--- src/rtl/sdclk_pkg.sv ---
// Shared field positions, widths and the decoded-configuration type for the
// card clock divider. Assumes a 10-bit control field inside a 32-bit word.
package sdclk_pkg;
    localparam int CTL_W        = 32;               // software word width
    localparam int FLD_W        = 10;               // implemented control bits
    localparam int PRE_W        = 3;                // pre-divider code width
    localparam int PRE_LSB      = 2;                // pre-divider code position
    localparam int FIN_W        = 2;                // final-stage code / counter width
    localparam int STOP_CARD    = 8;                // card clock stop bit
    localparam int STOP_HOST    = 9;                // host-side clock stop bit
    localparam int PRE_MAX_CODE = 4;                // largest legal pre-divider code
    localparam int PRE_CNT_W    = PRE_MAX_CODE;     // holds 2**PRE_MAX_CODE - 1
    localparam logic [FLD_W-1:0] CTL_RESET = 10'h301;

    typedef struct packed {
        logic             valid;
        logic             stop_host;
        logic             stop_card;
        logic [PRE_W-1:0] pre_code;
        logic             fin_by4;
    } div_cfg_t;
endpackage

--- src/rtl/sdclk_cfg_reg.sv ---
// Control register and field decode. Stores the low control bits on a write
// strobe, returns them zero-extended, and flags unsupported codes.
// Assumes one write per cycle at most; no byte enables.
module sdclk_cfg_reg
    import sdclk_pkg::*;
(
    input  logic             clk,
    input  logic             rst_n,
    input  logic             wr_en,
    input  logic [CTL_W-1:0] wr_data,
    output logic [CTL_W-1:0] rd_data,
    output div_cfg_t         cfg
);
    logic [FLD_W-1:0] ctl_q;
    logic             unused_hi;

    // store the implemented control bits
    always_ff @(posedge clk) begin
        if (!rst_n)     ctl_q <= CTL_RESET;
        else if (wr_en) ctl_q <= wr_data[FLD_W-1:0];
    end

    assign unused_hi = ^wr_data[CTL_W-1:FLD_W];

    // zero-extended read path
    assign rd_data = {{(CTL_W-FLD_W){1'b0}}, ctl_q};

    // decode fields and legality
    always_comb begin
        cfg.stop_host = ctl_q[STOP_HOST];
        cfg.stop_card = ctl_q[STOP_CARD];
        cfg.pre_code  = ctl_q[PRE_LSB +: PRE_W];
        cfg.fin_by4   = ctl_q[0];
        cfg.valid     = (ctl_q[PRE_LSB +: PRE_W] <= PRE_W'(PRE_MAX_CODE)) && !ctl_q[1];
    end

    a_r1_readback: assert property (@(posedge clk) disable iff (!rst_n)
        wr_en |=> rd_data == {{(CTL_W-FLD_W){1'b0}}, $past(wr_data[FLD_W-1:0])});
endmodule

--- src/rtl/sdclk_prescale.sv ---
// First divider stage: emits a one-cycle tick every 2**code source cycles.
// Assumes code only changes on the cycle after a tick (period boundary),
// so the count always restarts from zero with the new factor.
module sdclk_prescale #(
    parameter int CODE_W = 3,
    parameter int CNT_W  = 4
) (
    input  logic              clk,
    input  logic              rst_n,
    input  logic [CODE_W-1:0] code,
    output logic              tick
);
    logic [CNT_W-1:0] cnt_q;
    logic [CNT_W-1:0] limit;

    // terminal count for the selected power-of-two factor
    always_comb limit = (CNT_W'(1) << code) - CNT_W'(1);
    assign tick = (cnt_q == limit);

    // free-running count that wraps on the tick
    always_ff @(posedge clk) begin
        if (!rst_n)    cnt_q <= '0;
        else if (tick) cnt_q <= '0;
        else           cnt_q <= cnt_q + CNT_W'(1);
    end

    a_r3_pre_bound: assert property (@(posedge clk) disable iff (!rst_n)
        cnt_q <= limit);
endmodule

--- src/rtl/sdclk_final_stage.sv ---
// Second divider stage plus output gating. Counts prescaler ticks up to 2 or 4,
// holds the ratio and stop state in force, and loads the requested ones only
// at a period boundary, when the divided waveform is low. Outputs are flops.
module sdclk_final_stage
    import sdclk_pkg::*;
(
    input  logic             clk,
    input  logic             rst_n,
    input  logic             tick,
    input  div_cfg_t         req,
    output logic [PRE_W-1:0] app_pre,
    output logic             card_clk,
    output logic             host_clk
);
    logic             by4_q, by4_n;
    logic [PRE_W-1:0] pre_q, pre_n;
    logic             card_run_q, card_run_n;
    logic             host_run_q, host_run_n;
    logic [FIN_W-1:0] fin_q, fin_n, last, half_n;
    logic             bnd, level_n;

    // next state: advance on tick, reload settings at the boundary
    always_comb begin
        last       = by4_q ? FIN_W'(3) : FIN_W'(1);
        bnd        = tick && (fin_q == last);
        fin_n      = fin_q;
        pre_n      = pre_q;
        by4_n      = by4_q;
        card_run_n = card_run_q;
        host_run_n = host_run_q;
        if (tick) fin_n = bnd ? '0 : fin_q + FIN_W'(1);
        if (bnd) begin
            card_run_n = req.valid && !req.stop_card;
            host_run_n = req.valid && !req.stop_host;
            if (req.valid) begin
                pre_n = req.pre_code;
                by4_n = req.fin_by4;
            end
        end
        half_n  = by4_n ? FIN_W'(2) : FIN_W'(1);
        level_n = (fin_n < half_n);
    end

    // state and registered, gated outputs
    always_ff @(posedge clk) begin
        if (!rst_n) begin
            fin_q      <= '0;
            pre_q      <= '0;
            by4_q      <= 1'b1;
            card_run_q <= 1'b0;
            host_run_q <= 1'b0;
            card_clk   <= 1'b0;
            host_clk   <= 1'b0;
        end else begin
            fin_q      <= fin_n;
            pre_q      <= pre_n;
            by4_q      <= by4_n;
            card_run_q <= card_run_n;
            host_run_q <= host_run_n;
            card_clk   <= card_run_n && level_n;
            host_clk   <= host_run_n && level_n;
        end
    end

    assign app_pre = pre_q;

    a_r3_fin_range: assert property (@(posedge clk) disable iff (!rst_n)
        fin_q <= (by4_q ? FIN_W'(3) : FIN_W'(1)));
    a_r4_card_stop: assert property (@(posedge clk) disable iff (!rst_n)
        (bnd && req.stop_card) |=> !card_clk);
    a_r5_host_stop: assert property (@(posedge clk) disable iff (!rst_n)
        (bnd && req.stop_host) |=> !host_clk);
    a_r6_invalid_quiet: assert property (@(posedge clk) disable iff (!rst_n)
        (bnd && !req.valid) |=> (!card_clk && !host_clk));
    a_r8_gate_when_low: assert property (@(posedge clk) disable iff (!rst_n)
        (card_run_q != $past(card_run_q)) |-> !$past(card_clk));
    a_r8_rise_at_start: assert property (@(posedge clk) disable iff (!rst_n)
        $rose(card_clk) |-> (fin_q == '0));
endmodule

--- src/rtl/sdclk_gen.sv ---
// Top of the gated two-stage card clock divider: control register, power-of-two
// prescaler and final 2/4 stage with independent card and host stop gating.
// Assumes all logic runs on the source clock with a synchronous reset.
module sdclk_gen
    import sdclk_pkg::*;
(
    input  logic             clk,
    input  logic             rst_n,
    input  logic             wr_en,
    input  logic [CTL_W-1:0] wr_data,
    output logic [CTL_W-1:0] rd_data,
    output logic             card_clk,
    output logic             host_clk,
    output logic             cfg_invalid,
    output logic             clk_enabled
);
    div_cfg_t         cfg;
    logic [PRE_W-1:0] app_pre;
    logic             tick;

    sdclk_cfg_reg u_cfg (
        .clk     (clk),
        .rst_n   (rst_n),
        .wr_en   (wr_en),
        .wr_data (wr_data),
        .rd_data (rd_data),
        .cfg     (cfg)
    );

    sdclk_prescale #(.CODE_W(PRE_W), .CNT_W(PRE_CNT_W)) u_pre (
        .clk   (clk),
        .rst_n (rst_n),
        .code  (app_pre),
        .tick  (tick)
    );

    sdclk_final_stage u_fin (
        .clk      (clk),
        .rst_n    (rst_n),
        .tick     (tick),
        .req      (cfg),
        .app_pre  (app_pre),
        .card_clk (card_clk),
        .host_clk (host_clk)
    );

    // status derived from the stored word
    assign cfg_invalid = !cfg.valid;
    assign clk_enabled = cfg.valid && !cfg.stop_card && !cfg.stop_host;

    a_r7_enable_needs_run: assert property (@(posedge clk) disable iff (!rst_n)
        clk_enabled |-> (rd_data[STOP_HOST] == 1'b0 && rd_data[STOP_CARD] == 1'b0 && !cfg_invalid));
endmodule

--- config.mk ---
export PLATFORM = sky130hd
export DESIGN_NAME = sdclk_gen
export DESIGN_NICKNAME = d
export VERILOG_FILES = /design/src/rtl/sdclk_pkg.sv /design/src/rtl/sdclk_cfg_reg.sv /design/src/rtl/sdclk_prescale.sv /design/src/rtl/sdclk_final_stage.sv /design/src/rtl/sdclk_gen.sv
export SDC_FILE = /design/constraint.sdc
export NUM_CORES = 1
export LEC_CHECK = 0
export BUFFER_PORTS_ARGS = -buffer_cell sky130_fd_sc_hd__buf_2
export CAP_MARGIN = 20
export CORE_MARGIN = 2
export CORE_UTILIZATION = 35
export DETAILED_ROUTE_END_ITERATION = 12
export PLACE_DENSITY = 0.63
export SETUP_SLACK_MARGIN = 0.02
export SLEW_MARGIN = 5
export SYNTH_ARGS = -nofsm -noshare
export SYNTH_HDL_FRONTEND = slang
export SYNTH_SLANG_ARGS = --single-unit
--- constraint.sdc ---
create_clock -name clk -period 4.3 [get_ports clk]
set_input_delay 1.29 -clock clk [delete_from_list [all_inputs] [get_ports clk]]
set_output_delay 1.29 -clock clk [all_outputs]
set_load 0.01 [all_outputs]
==> results of run 1 <==
[where the power goes]
part / leakage (uW) / switching [uW] / internal [uW]
clock: 0.0000288 / 68.6 / 81.6
combinational: 0.000420 / 124 / 107
sequential: 0.000196 / 25.9 / 244
[per-layer routing]
metal | GRT usage [%] | up-vias | share of wire, %
li1 | - | 463 | -
met2 | 19.44 | 37 | 48
met5 | 0 | - | 0
met3 | 1.704 | 0 | 5.3
met1 | 14.59 | 423 | 47
met4 | 3.061 | 0 | 0
[synth_stat cells (all sizes together)]
| cell | instances |
|---|---|
| ha | 3 |
| nor3 | 1 |
| nand4 | 1 |
| o211ai | 2 |
| nor2b | 14 |
| o21a | 1 |
| buf | 22 |
| xor2 | 2 |
| and2 | 4 |
| a21oi | 1 |
| a211oi | 1 |
| nor2 | 6 |
| mux2 | 2 |
| o2111a | 1 |
| dfxtp | 24 |
| nand2b | 1 |
| clkbuf | 3 |
| a32oi | 1 |
| or3 | 1 |
| or2b | 1 |
| and4bb | 1 |
| xnor2 | 5 |
| o21ai | 2 |
| nor4 | 3 |
| and3 | 1 |
| nand2 | 10 |
| nand3 | 2 |
| mux2i | 18 |
| conb | 1 |
[worst min-delay path by stage]
| stage | start | endpoint | slack [ns] | depth (start not counted) |
|---|---|---|---|---|
| floorplan | u_pre.cnt_q[0] | u_pre.cnt_q[0] | 0.48 | 1 |
| global placement | u_cfg.ctl_q[6] | u_cfg.ctl_q[6] | 0.50 | 2 |
| detailed placement | u_cfg.ctl_q[5] | u_cfg.ctl_q[5] | 0.51 | 2 |
| CTS | u_cfg.ctl_q[5] | u_cfg.ctl_q[5] | 0.53 | 2 |
| global route | u_cfg.ctl_q[7] | u_cfg.ctl_q[7] | 0.55 | 2 |
| finish | u_cfg.ctl_q[5] | u_cfg.ctl_q[5] | 0.53 | 2 |
[area by class of cell]
cell class	instances	area, sq um
Fill cell	379	2195
Multi-Input combinational cell	107	768.2
Tap cell	48	60.06
Clock buffer	4	55.05
Sequential cell	24	480.5
Timing Repair Buffer	26	130.1
[metrics by stage]
step	util, %	cells
finish	40.50	209
global route	40.50	209
CTS	40.50	209
detailed placement	39.01	205
global placement	39.01	205
floorplan	-	156
[state kept, by name, indices dropped and copies added, names as in the netlist]
signal            flops
u_fin.app_pre         3
u_pre.cnt_q           4
u_fin.by4_q           1
u_cfg.ctl_q          10
u_fin.host_run_q      1
u_fin.card_run_q      1
u_fin.fin_q           2
u_fin.host_clk        1
u_fin.card_clk        1
[placed cells by master, fill, tap and decap left out]
cell      count
buf_2        26
dfxtp_1      24
conb_1       22
mux2i_1      17
nor2b_1      14
nand2_1      10
nor2_1        6
xnor2_1       4
clkbuf_8      4
and2_1        3
ha_1          3
mux2_2        2
xor2_1        2
o211ai_1      2
nand3_1       2
nor4_2        2
and4bb_2      1
nor4_4        1
xnor2_4       1
o21a_1        1
and2_0        1
mux2i_2       1
o21ai_0       1
or2b_4        1
nand4_1       1
a211oi_4      1
nor3_1        1
o2111a_1      1
nand2b_1      1
a21oi_1       1
a32oi_1       1
o21ai_1       1
and3_1        1
or3_2         1
[critical path: cells and delay by family (launching register included)]
family          cells  cell delay (ns)
simple gates        3             0.89
mux                 2             0.77
fa+ha+maj           2             0.58
compound gates      3             0.57
flops               1             0.39
xor+xnor            1             0.26
[kinds of logic after synthesis]
group           count (synthesis)
compound gates                  9
xor+xnor                        7
fa+ha+maj                       3
buf+inv                        25
flops                          24
mux                            20
other cells                     1
simple gates                   46
==> metrics.md, run 1 <==
| Metric | Value |
|---|---|
| Status | complete, no violations |
| CTS resizes | 0 |
| Global-route usage over all layers | between 10% and 20% |
| N_diodes | 0 |
| Complex-gate fraction of the synthesized area | under 10% |
| Final setup margin | about 0.76 ns |
| Row count | 22 |
| DRC violations left | 0 |
| Core box area | 0.003689 sq mm |
| Post-CTS Setup Bufs | 0 |
| DP Worst Slack | ~0.75 ns |
| Cell Area, Placed | roughly 0.0014 sq mm |
| Largest cells by area after synthesis | dfxtp_1 (36%), mux2i_1 (13%), buf_4 (12%) |
| Largest net degree at the start of global routing | 22 |
| Reg2reg path depth | 11 |
| Clock Latency Late Sink | 0.26 ns |
| Main combinational cell family by area after synthesis | simple AND/OR/NAND/NOR gates |
| Clock Sinks | 24 |
| Clk root buf | clkbuf_8 |
| Setup_tns | 0 ns |
| XOR/XNOR Fraction of Synth Area | 5.948% |
| Clock Skew | around 0.0065 ns |
| Fin. Hold Viols | 0 |
| Critical path's largest stage delay | about 0.5 ns |
| Hold_buf cts | 0 |
| Layout net count | 200 |
| Highest fanout seen on the critical path | 7 |
| Routed wire length | 2.251 mm |
| Layout area overhead | 10.97% |
| Maximum Capacitance Violations | 0 |
| H-tree depth reported by CTS | 1 |
| Final Max Tran Viols | 0 |
| Slowest cell on crit path | or3_2 |
| Hold slack | roughly 0.53 ns |
| Reg2reg setup slack | about 0.76 ns |
| Synth cell types | 34 |
| Worst path required time | 4.48 ns |
| Critical Path Source | u_fin.app_pre[2] |
| Post-route cell area | between 0.001 and 0.0015 sq mm |
| R2r endpoint | u_fin.host_clk |
| DRT iter0 DRCs | 7 |
| Final setup fails | 0 |
| CP arrival | about 3.7 ns |
| Vias per cell | 4.416 |
| Pre-Repair DR Iteration Count | 4 |
| Simple-gate share of the synthesized area | a little over a fifth |
| Die ar. | between 0.004 and 0.005 sq mm |
| Initial Util | between 30 and 40% |
| Mapped Area | between 0.001 and 0.0015 sq mm |
| Synth Area in Adders | around 2.8% |
| Critical path startpoint category | flop |
| Worst r2r src | u_fin.app_pre[2] |
| Crit path to | u_fin.host_clk |
| Hpwl dp | about 1.8 mm |
| P_leak | around 0.00064 uW |
| Die Y | 66.02 um |
| RSZ-0062 raised after global routing | false |
| Syn_area_per_cell | approximately 10 sq um |
| Routed Antenna Nets | 0 |
| Crit path time final | around 3.5 ns |
| Crit-path cells | or3_2 > ha_1 > xnor2_4 > mux2_2 > o211ai_1 > mux2_2 > ha_1 > nor2b_1 > a32oi_1 > o211ai_1 > nor4_2 |
| Clk pin slew, worst setup/hold paths | approximately 0.08 ns |
| Synth top area share | a little over a third |
| Initial antenna violation count | 0 |
| CTS Buffer Depth | 2 |
| First-pass GRT wire length | 3.884 mm |
| Wirelength per Cell | between 10 and 15 um |
| Hold Path Class | reg2reg |
| Total CTS buffers | 3 |
| Width of the chip | around 66 um |
| YS warnings | 0 |
| Max IR drop VDD | around 0.00021 V |
| CP endpoint kind | flop |
| CTS tree | done |
| Post-synthesis mux area share | about 15% |
| Register bit count reported by yosys | 24 |
| Port buffer count | 26 |
| P per Cell Area | ~440 mW/mm^2 |
| Layout cells sized above 1 | around 25% |
| Via count | just over 900 |
| Overall power | 651.6 uW |
| Grt total ovfl | 0 |
| Register area share after synthesis | between 30% and 40% |
| Tcrit/Tclk final | ~82% |
| Vias in the first global route | approximately 900 |
| Max Freq | between 200 and 300 MHz |
| Routability cong. | 0.7230 |
| Critical path type | reg2reg |
| # IOs | slightly above 70 |
| Yosys top cell by area | dfxtp_1 |
| Post-synthesis cell count | approximately 140 |
Note: power is estimated with default switching activity, not from simulation.
==> inputs of run 2 (changes only) <==
--- a/config.mk
+++ b/config.mk
@@ -5,12 +5,13 @@
 export SDC_FILE = /design/constraint.sdc
 export NUM_CORES = 1
 export LEC_CHECK = 0
+export ABC_AREA = 1
 export BUFFER_PORTS_ARGS = -buffer_cell sky130_fd_sc_hd__buf_2
 export CAP_MARGIN = 20
 export CORE_MARGIN = 2
 export CORE_UTILIZATION = 35
 export DETAILED_ROUTE_END_ITERATION = 12
-export PLACE_DENSITY = 0.63
+export PLACE_DENSITY = 0.66
 export SETUP_SLACK_MARGIN = 0.02
 export SLEW_MARGIN = 5
 export SYNTH_ARGS = -nofsm -noshare
==> constraint.sdc (replaced) <==
create_clock -name clk -period 3.1 [get_ports clk]
set_input_delay 0.93 -clock clk [delete_from_list [all_inputs] [get_ports clk]]
set_output_delay 0.93 -clock clk [all_outputs]
set_load 0.01 [all_outputs]
==> run 2 against run 1 <==
  * Synthesized area down 5.6%
  * Design area shrank 5.9%
  * Critical endpoint is now clk_enabled
  * Non-clock buffer count is the same
  * Clock skew up 0.010 ns
  * Sequential power increased by 46%
  * Flip-flop and latch count is the same
  * Synthesized cell count grew 24%
  * Die area decreased by 5.2%
  * First-iteration DRC count up 71%
  * Routed wire length is 13% lower
  * Largest power group is now combinational cells
  * Register-to-register slack better by 0.17 ns
==> metrics.md, run 2 <==
| Metric | Value |
|---|---|
| Routability cong. | 0.7679 (was 0.7230) |
| Routed Antenna Nets | 0 (unchanged) |
| Vias in the first global route | 887 (was 897) |
| HP Start | u_cfg.ctl_q[8] (was u_cfg.ctl_q[5]) |
| Tcrit/Tclk final | between 80% and 90% |
| Die ar. | 0.004130 sq mm (was 0.004359 sq mm) |
| First-pass GRT wire length | 3.560 mm (was 3.884 mm) |
| Final setup fails | 0 (unchanged) |
| RSZ-0062 raised after global routing | false (unchanged) |
| Layout cells sized above 1 | 21.24% (was 25.47%) |
| Synth cell types | 27 (was 34) |
| CTS resizes | 0 (unchanged) |
| YS warnings | 0 (unchanged) |
| R2r endpoint | u_fin.card_clk (was u_fin.host_clk) |
| Count leader, synth | nand2_1 (was dfxtp_1) |
| Post-synthesis cell count | 167 (was 135) |
| Crit path time final | between 2 and 3 ns |
| Reg with most FFs | u_cfg.ctl_q (unchanged) |
| Row count | 21 (was 22) |
| Clk pin slew, worst setup/hold paths | 0.14 ns (was 0.08 ns) |
| Mapped Area | 0.001271 sq mm (was 0.001346 sq mm) |
| Hold_buf cts | 0 (unchanged) |
| DRC violations left | 0 (unchanged) |
| Highest fanout seen on the critical path | 6 (was 7) |
| Synth top cells by count | nand2_1 (26), dfxtp_1 (24), buf_4 (22), nor2_1 (21), inv_1 (16) (was dfxtp_1 (24), buf_4 (22), mux2i_1 (17), nor2b_1 (14), nand2_1 (10)) |
| Non-Filler Instances | 239 (was 209) |
| Critical path startpoint category | flop (unchanged) |
| Clock Sinks | 24 (unchanged) |
| Hpwl dp | 1.585 mm (was 1.772 mm) |
| Pre-Repair DR Iteration Count | 2 (was 4) |
| Synth top area share | 37.80% (was 35.69%) |
| Async SR Flop Fraction | 0% (unchanged) |
| P_leak | 0.0007301 uW (was 0.0006449 uW) |
| Post-synth EDFFs | 0 (unchanged) |
| Layout area overhead | 10.63% (was 10.97%) |
| DRT iter0 DRCs | 12 (was 7) |
| Routed wire length | 1.948 mm (was 2.251 mm) |
| Clk root buf | clkbuf_4 (was clkbuf_8) |
| Initial Util | 37.22% (was 36.50%) |
| CP arrival | 1.57 ns (was 3.72 ns) |
| Via count | 978 (was 923) |
| Register area share after synthesis | 37.80% (was 35.69%) |
| Max IR drop VDD | 0.0003430 V (was 0.0002077 V) |
| Worst path required time | 2.17 ns (was 4.48 ns) |
| Placed insts | 235 (was 205) |
| Hold Crit Endpoint | u_cfg.ctl_q[8] (was u_cfg.ctl_q[5]) |
| Hold Path Class | reg2reg (unchanged) |
| Clock Skew | 0.01666 ns (was 0.006497 ns) |
| Max Freq | about 400 MHz |
| Final Max Tran Viols | 0 (unchanged) |
| Register bit count reported by yosys | 24 (unchanged) |
| Crit-path cells | o21ai_1 > nand2_1 > or2_2 > nor2_1 > buf_2 (was or3_2 > ha_1 > xnor2_4 > mux2_2 > o211ai_1 > mux2_2 > ha_1 > nor2b_1 > a32oi_1 > o211ai_1 > nor4_2) |
| Die Y | 64.27 um (was 66.02 um) |
| Post-CTS Setup Bufs | 0 (unchanged) |
| CTS tree | done (unchanged) |
| P per Cell Area | 786.3 mW/mm^2 (was 436.1 mW/mm^2) |
| Largest register FFs | 10 (unchanged) |
| Overall power | 1106 uW (was 651.6 uW) |
| Clock Latency Late Sink | 0.32 ns (was 0.26 ns) |
| Fin. Hold Viols | 0 (unchanged) |
| Largest cells by area after synthesis | dfxtp_1 (38%), buf_4 (13%), nand2_1 (7.7%) (was dfxtp_1 (36%), mux2i_1 (13%), buf_4 (12%)) |
| CP endpoint kind | primary output (was flop) |
| Width of the chip | 64.27 um (was 66.02 um) |
| Syn_area_per_cell | 7.612 sq um (was 9.973 sq um) |
| Maximum Capacitance Violations | 0 (unchanged) |
| Initial antenna violation count | 0 (unchanged) |
| Worst r2r src | u_fin.app_pre[2] (unchanged) |
| Total CTS buffers | 3 (unchanged) |
| Layout Utilization | 41.17% (was 40.50%) |
| Ys flop type | dfxtp_1 (unchanged) |
| Vias per cell | 4.092 (was 4.416) |
| H-tree depth reported by CTS | 1 (unchanged) |
| Cell depth of the worst hold path | 2 (unchanged) |
| Yosys top cell by area | dfxtp_1 (unchanged) |
| N_diodes | 0 (unchanged) |
| Slowest cell on crit path | dfxtp_1 (was or3_2) |
| Global-route usage over all layers | 10.63% (was 11.27%) |
| Layout net count | 232 (was 200) |
| Status | complete, no violations (unchanged) |
| # IOs | 71 (unchanged) |
| Critical path type | reg2out (was reg2reg) |
| Largest net degree at the start of global routing | 19 (was 22) |
| Reg2reg setup slack | 0.93 ns (was 0.76 ns) |
| Reg2reg path depth | 15 (was 11) |
| Grt total ovfl | 0 (unchanged) |
| Setup_tns | 0 ns (unchanged) |
| Port buffer count | 26 (unchanged) |
| Core box area | 0.003416 sq mm (was 0.003689 sq mm) |
| Wirelength per Cell | 8.151 um (was 10.77 um) |
| CTS Buffer Depth | 2 (unchanged) |
| Commonest cells after routing, fill and taps aside | nand2_1 (26), buf_2 (26), dfxtp_1 (24) (was buf_2 (26), dfxtp_1 (24), conb_1 (22)) |
| Critical path's largest stage delay | 0.35 ns (was 0.50 ns) |
==> run 2: worst max-delay path, delay by kind of cell (launching register included) <==
| family | cells | cell delay [ns] |
|---|---|---|
| simple gates | 3 | 0.61 |
| flops | 1 | 0.35 |
| compound gates | 1 | 0.18 |
| buf+inv | 1 | 0.13 |
==> run 2: report_power, final <==
part / total [uW] / switching, uW / leakage, uW / internal (uW)
clock network: 222 / 91.4 / 0.0000279 / 131
registers: 395 / 35.3 / 0.000197 / 359
logic: 489 / 303 / 0.000505 / 186
==> run 2: layout make-up <==
type	instances	area, sq um
clock buffer	3	22.52
clock inverter	1	30.03
fill	368	2009
inverter	17	63.81
multi-input combinational	122	621.8
sequential	24	480.5
tap	46	57.56
timing repair buffer	26	130.1
==> run 2: through the flow <==
step	worst slack [ns]	hold slack (ns)	area, sq um
2_1_floorplan	0.9805	0.4410	1350
3_3_place_gp	0.9106	0.4617	1354
3_5_place_dp	0.9087	0.4682	1354
4_1_cts	0.5575	0.4948	1406
5_1_grt	0.4426	0.5321	1406
6_report	0.5965	0.4878	1406
==> run 2: worst max-delay path by stage <==
stage | from | to | slack [ns] | depth (start not counted)
finish | u_cfg.ctl_q[3] | clk_enabled | 0.60 | 5
floorplan | u_cfg.ctl_q[3] | clk_enabled | 0.98 | 4
global placement | u_fin.app_pre[2] | u_fin.host_clk | 0.91 | 15
global route | u_cfg.ctl_q[3] | clk_enabled | 0.44 | 5
CTS | u_cfg.ctl_q[3] | clk_enabled | 0.56 | 5
detailed placement | u_fin.app_pre[2] | u_fin.card_clk | 0.91 | 15
==> run 2: logic make-up after synthesis <==
kind of cell / synth area share, %
buf+inv: 19.49
fa+ha+maj: 2.953
simple gates: 29.63
xor+xnor: 2.756
flops: 37.80
compound gates: 7.086
other cells: 0.2950
==> run 2: per-layer routing <==
layer / part of all wire [%] / GRT usage [%] / vias to the layer above
met3: 6.9 / 1.761 / 4
met1: 45 / 13.62 / 410
li1: - / - / 530
met4: 1.4 / 5.053 / 0
met2: 46 / 17.32 / 34
met5: 0 / 0 / -
==> inputs of run 3 (changes only) <==
--- a/config.mk
+++ b/config.mk
@@ -5,13 +5,13 @@
 export SDC_FILE = /design/constraint.sdc
 export NUM_CORES = 1
 export LEC_CHECK = 0
-export ABC_AREA = 1
+export ABC_AREA = 0
 export BUFFER_PORTS_ARGS = -buffer_cell sky130_fd_sc_hd__buf_2
 export CAP_MARGIN = 20
 export CORE_MARGIN = 2
 export CORE_UTILIZATION = 35
 export DETAILED_ROUTE_END_ITERATION = 12
-export PLACE_DENSITY = 0.66
+export PLACE_DENSITY = 0.65
 export SETUP_SLACK_MARGIN = 0.02
 export SLEW_MARGIN = 5
 export SYNTH_ARGS = -nofsm -noshare
==> constraint.sdc (replaced) <==
create_clock -name clk -period 2 [get_ports clk]
set_input_delay 0.6 -clock clk [delete_from_list [all_inputs] [get_ports clk]]
set_output_delay 0.6 -clock clk [all_outputs]
set_load 0.01 [all_outputs]
==> run 3 against run 2 <==
  * The flow now finishes with violations (negative setup slack)
  * Final cell count decreased by 2.1%
  * Power increased by 59%
  * Routed wire length is 40% higher
  * Sequential share of layout area fell by 6.9 points
  * Clock power up 69%
  * Worst setup slack worse by 1.6 ns
  * Utilization increased by 7.3 points
  * Combinational power rose by 69%
  * Critical path depth up 7
  * Global-route usage up 3.3 points
  * Register-to-register slack got worse by 1.9 ns
  * Largest power group unchanged
==> metrics.md, run 3 (synthesis gave the netlist of run 1 again) <==
| Metric | Value |
|---|---|
| Status | finished, violations left (was complete, no violations) |
| Failing checks | negative setup slack |
| First-pass GRT wire length | 4.636 mm (was 3.560 mm) |
| Clock Skew | 0.009651 ns (was 0.01666 ns) |
| N_diodes | 0 (unchanged) |
| Max IR drop VDD | 0.0003924 V (was 0.0003430 V) |
| Core box area | 0.003689 sq mm (was 0.003416 sq mm) |
| DRC violations left | 0 (unchanged) |
| RSZ-0062 raised after global routing | true (was false) |
| Initial Util | 36.50% (was 37.22%) |
| Fin. Hold Viols | 0 (unchanged) |
| Combinational share of power | 47.0% (was 44.2%) |
| Largest register FFs | 10 (unchanged) |
| P per Cell Area | 981.9 mW/mm^2 (was 786.3 mW/mm^2) |
| Final setup fails | 14 (was 0) |
| Port buffer count | 26 (unchanged) |
| Vias in the first global route | 990 (was 887) |
| Fillcell total | 361 (was 368) |
| DRT iter0 DRCs | 22 (was 12) |
| Hpwl dp | 2.076 mm (was 1.585 mm) |
| Critical path type | reg2reg (was reg2out) |
| Maximum Capacitance Violations | 0 (unchanged) |
| Layout net count | 225 (was 232) |
| Crit path time final | between 2 and 3 ns |
| Layout cells sized above 1 | 43.01% (was 21.24%) |
| CP endpoint kind | flop (was primary output) |
| Max Freq | 335.5 MHz |
| Reg with most FFs | u_cfg.ctl_q (unchanged) |
| Commonest non-fill, non-tap cell in the layout | buf_2 |
| Clock Latency Late Sink | 0.27 ns (was 0.32 ns) |
| Layout area overhead | 32.81% (was 10.63%) |
| Routed Antenna Nets | 0 (unchanged) |
| Via count | 1,030 (was 978) |
| Grt total ovfl | 0 (unchanged) |
| Layout Utilization | 48.47% (was 41.17%) |
| Sequential share of power | 31.6% (was 35.7%) |
| Clk pin slew, worst setup/hold paths | 0.09 ns (was 0.14 ns) |
| Commonest cells after routing, fill and taps aside | buf_2 (26), conb_1 (22), buf_4 (22) (was nand2_1 (26), buf_2 (26), dfxtp_1 (24)) |
| Pre-Repair DR Iteration Count | 4 (was 2) |
| Wirelength per Cell | 11.62 um (was 8.151 um) |
| Die ar. | 0.004359 sq mm (was 0.004130 sq mm) |
| Sw Share | 32.94% (was 38.83%) |
| CTS Buffer Depth | 2 (unchanged) |
| Overall power | 1756 uW (was 1106 uW) |
| Clock Sinks | 24 (unchanged) |
| CTS tree | done (unchanged) |
| Largest net degree at the start of global routing | 22 (was 19) |
| Global-route usage over all layers | 13.89% (was 10.63%) |
| Highest fanout seen on the critical path | 3 (was 6) |
| # IOs | 71 (unchanged) |
| Width of the chip | 66.02 um (was 64.27 um) |
| Switching Power | 578.3 uW (was 429.4 uW) |
| Final setup margin | -0.9806 ns (was 0.5965 ns) |
| P_leak | 0.0008017 uW (was 0.0007301 uW) |
| Vias per cell | 4.402 (was 4.092) |
| Die Y | 66.02 um (was 64.27 um) |
| Clock group share of total power | 21.4% (was 20.1%) |
| Final Max Tran Viols | 0 (unchanged) |
| Row count | 22 (was 21) |
| Routability cong. | 0.7871 (was 0.7679) |
| CP arrival | 3.17 ns (was 1.57 ns) |
| Power Internal | 1177 uW (was 676.5 uW) |
| Routed wire length | 2.720 mm (was 1.948 mm) |
| Hold Path Class | reg2reg (unchanged) |
| H-tree depth reported by CTS | 1 (unchanged) |
| Critical path startpoint category | flop (unchanged) |
| Total CTS buffers | 3 (unchanged) |
| Worst path required time | 2.19 ns (was 2.17 ns) |
| Tcrit/Tclk final | 149.0% |
| Clk root buf | clkbuf_8 (was clkbuf_4) |
| Initial antenna violation count | 0 (unchanged) |
[run 3: path summary, 6_finish.rpt]
kind	endpoint	slack, ns	start	cells after the start
setup / recovery	u_fin.card_clk	-0.98	u_fin.app_pre[2]	12
hold / removal	u_cfg.ctl_q[5]	0.54	u_cfg.ctl_q[5]	2
setup reg to reg	u_fin.card_clk	-0.98	u_fin.app_pre[2]	12
hold reg to reg	u_cfg.ctl_q[5]	0.54	u_cfg.ctl_q[5]	2
[run 3: repair_timing]
action                                  CTS  global route
hold endpoints to repair                  0             0
resized for setup                        13             2
hold buffers                              0             0
pin swaps                                 7             1
buffers inserted                          1             1
endpoints found under the setup margin   15            15
gates cloned                              0             0
[run 3: area by class of cell]
class / count / area (sq um) / area share, %
Multi-Input combinational cell: 107 / 845.8 / 47.31
Timing Repair Buffer: 51 / 329.1 / 18.40
Clock buffer: 4 / 66.31 / 3.709
Sequential cell: 24 / 486.7 / 27.22
Tap cell: 48 / 60.06 / 3.359
[run 3: through the flow]
step,TNS (ns),worst slack [ns],hold WS (ns),instance area [sq um],std cells
CTS,-3.687,-0.9316,0.5367,1777,233
floorplan,-2.633,-0.8957,0.4768,1476,156
detailed placement,-3.478,-0.9112,0.5166,1663,228
global route,-4.999,-1.091,0.5474,1788,234
global placement,-2.969,-0.8223,0.4937,1663,228
finish,-3.890,-0.9806,0.5390,1788,234
[run 3: power by group through the flow]
stage | combinational [uW] | sequential, uW | clock [uW]
after CTS | 811 | 555 | 390
after global placement | 726 | 562 | 0
after detailed placement | 747 | 564 | 0
after floorplan | 516 | 593 | 0
after global routing | 904 | 561 | 413
final | 825 | 555 | 376
[run 3: metal layers]
| layer | wire length, um | up-vias | GRT usage, % |
|---|---|---|---|
| met5 | 0 | - | 0 |
| li1 | - | 514 | - |
| met2 | 1433 | 28 | 24.49 |
| met1 | 1136 | 484 | 16.72 |
| met4 | 42 | 0 | 4.847 |
| met3 | 107 | 4 | 2.726 |
[run 3: critical path, stage by stage (launching register included)]
cell and delay, ns:
dfxtp_4 0.34, or3_4 0.39, ha_4 0.19, xnor2_4 0.16
mux2_4 0.32, o211ai_1 0.28, mux2_4 0.35, ha_4 0.25
nand2_1 0.09, a21oi_1 0.06, a32oi_1 0.16, o211ai_1 0.16
nor4_2 0.16
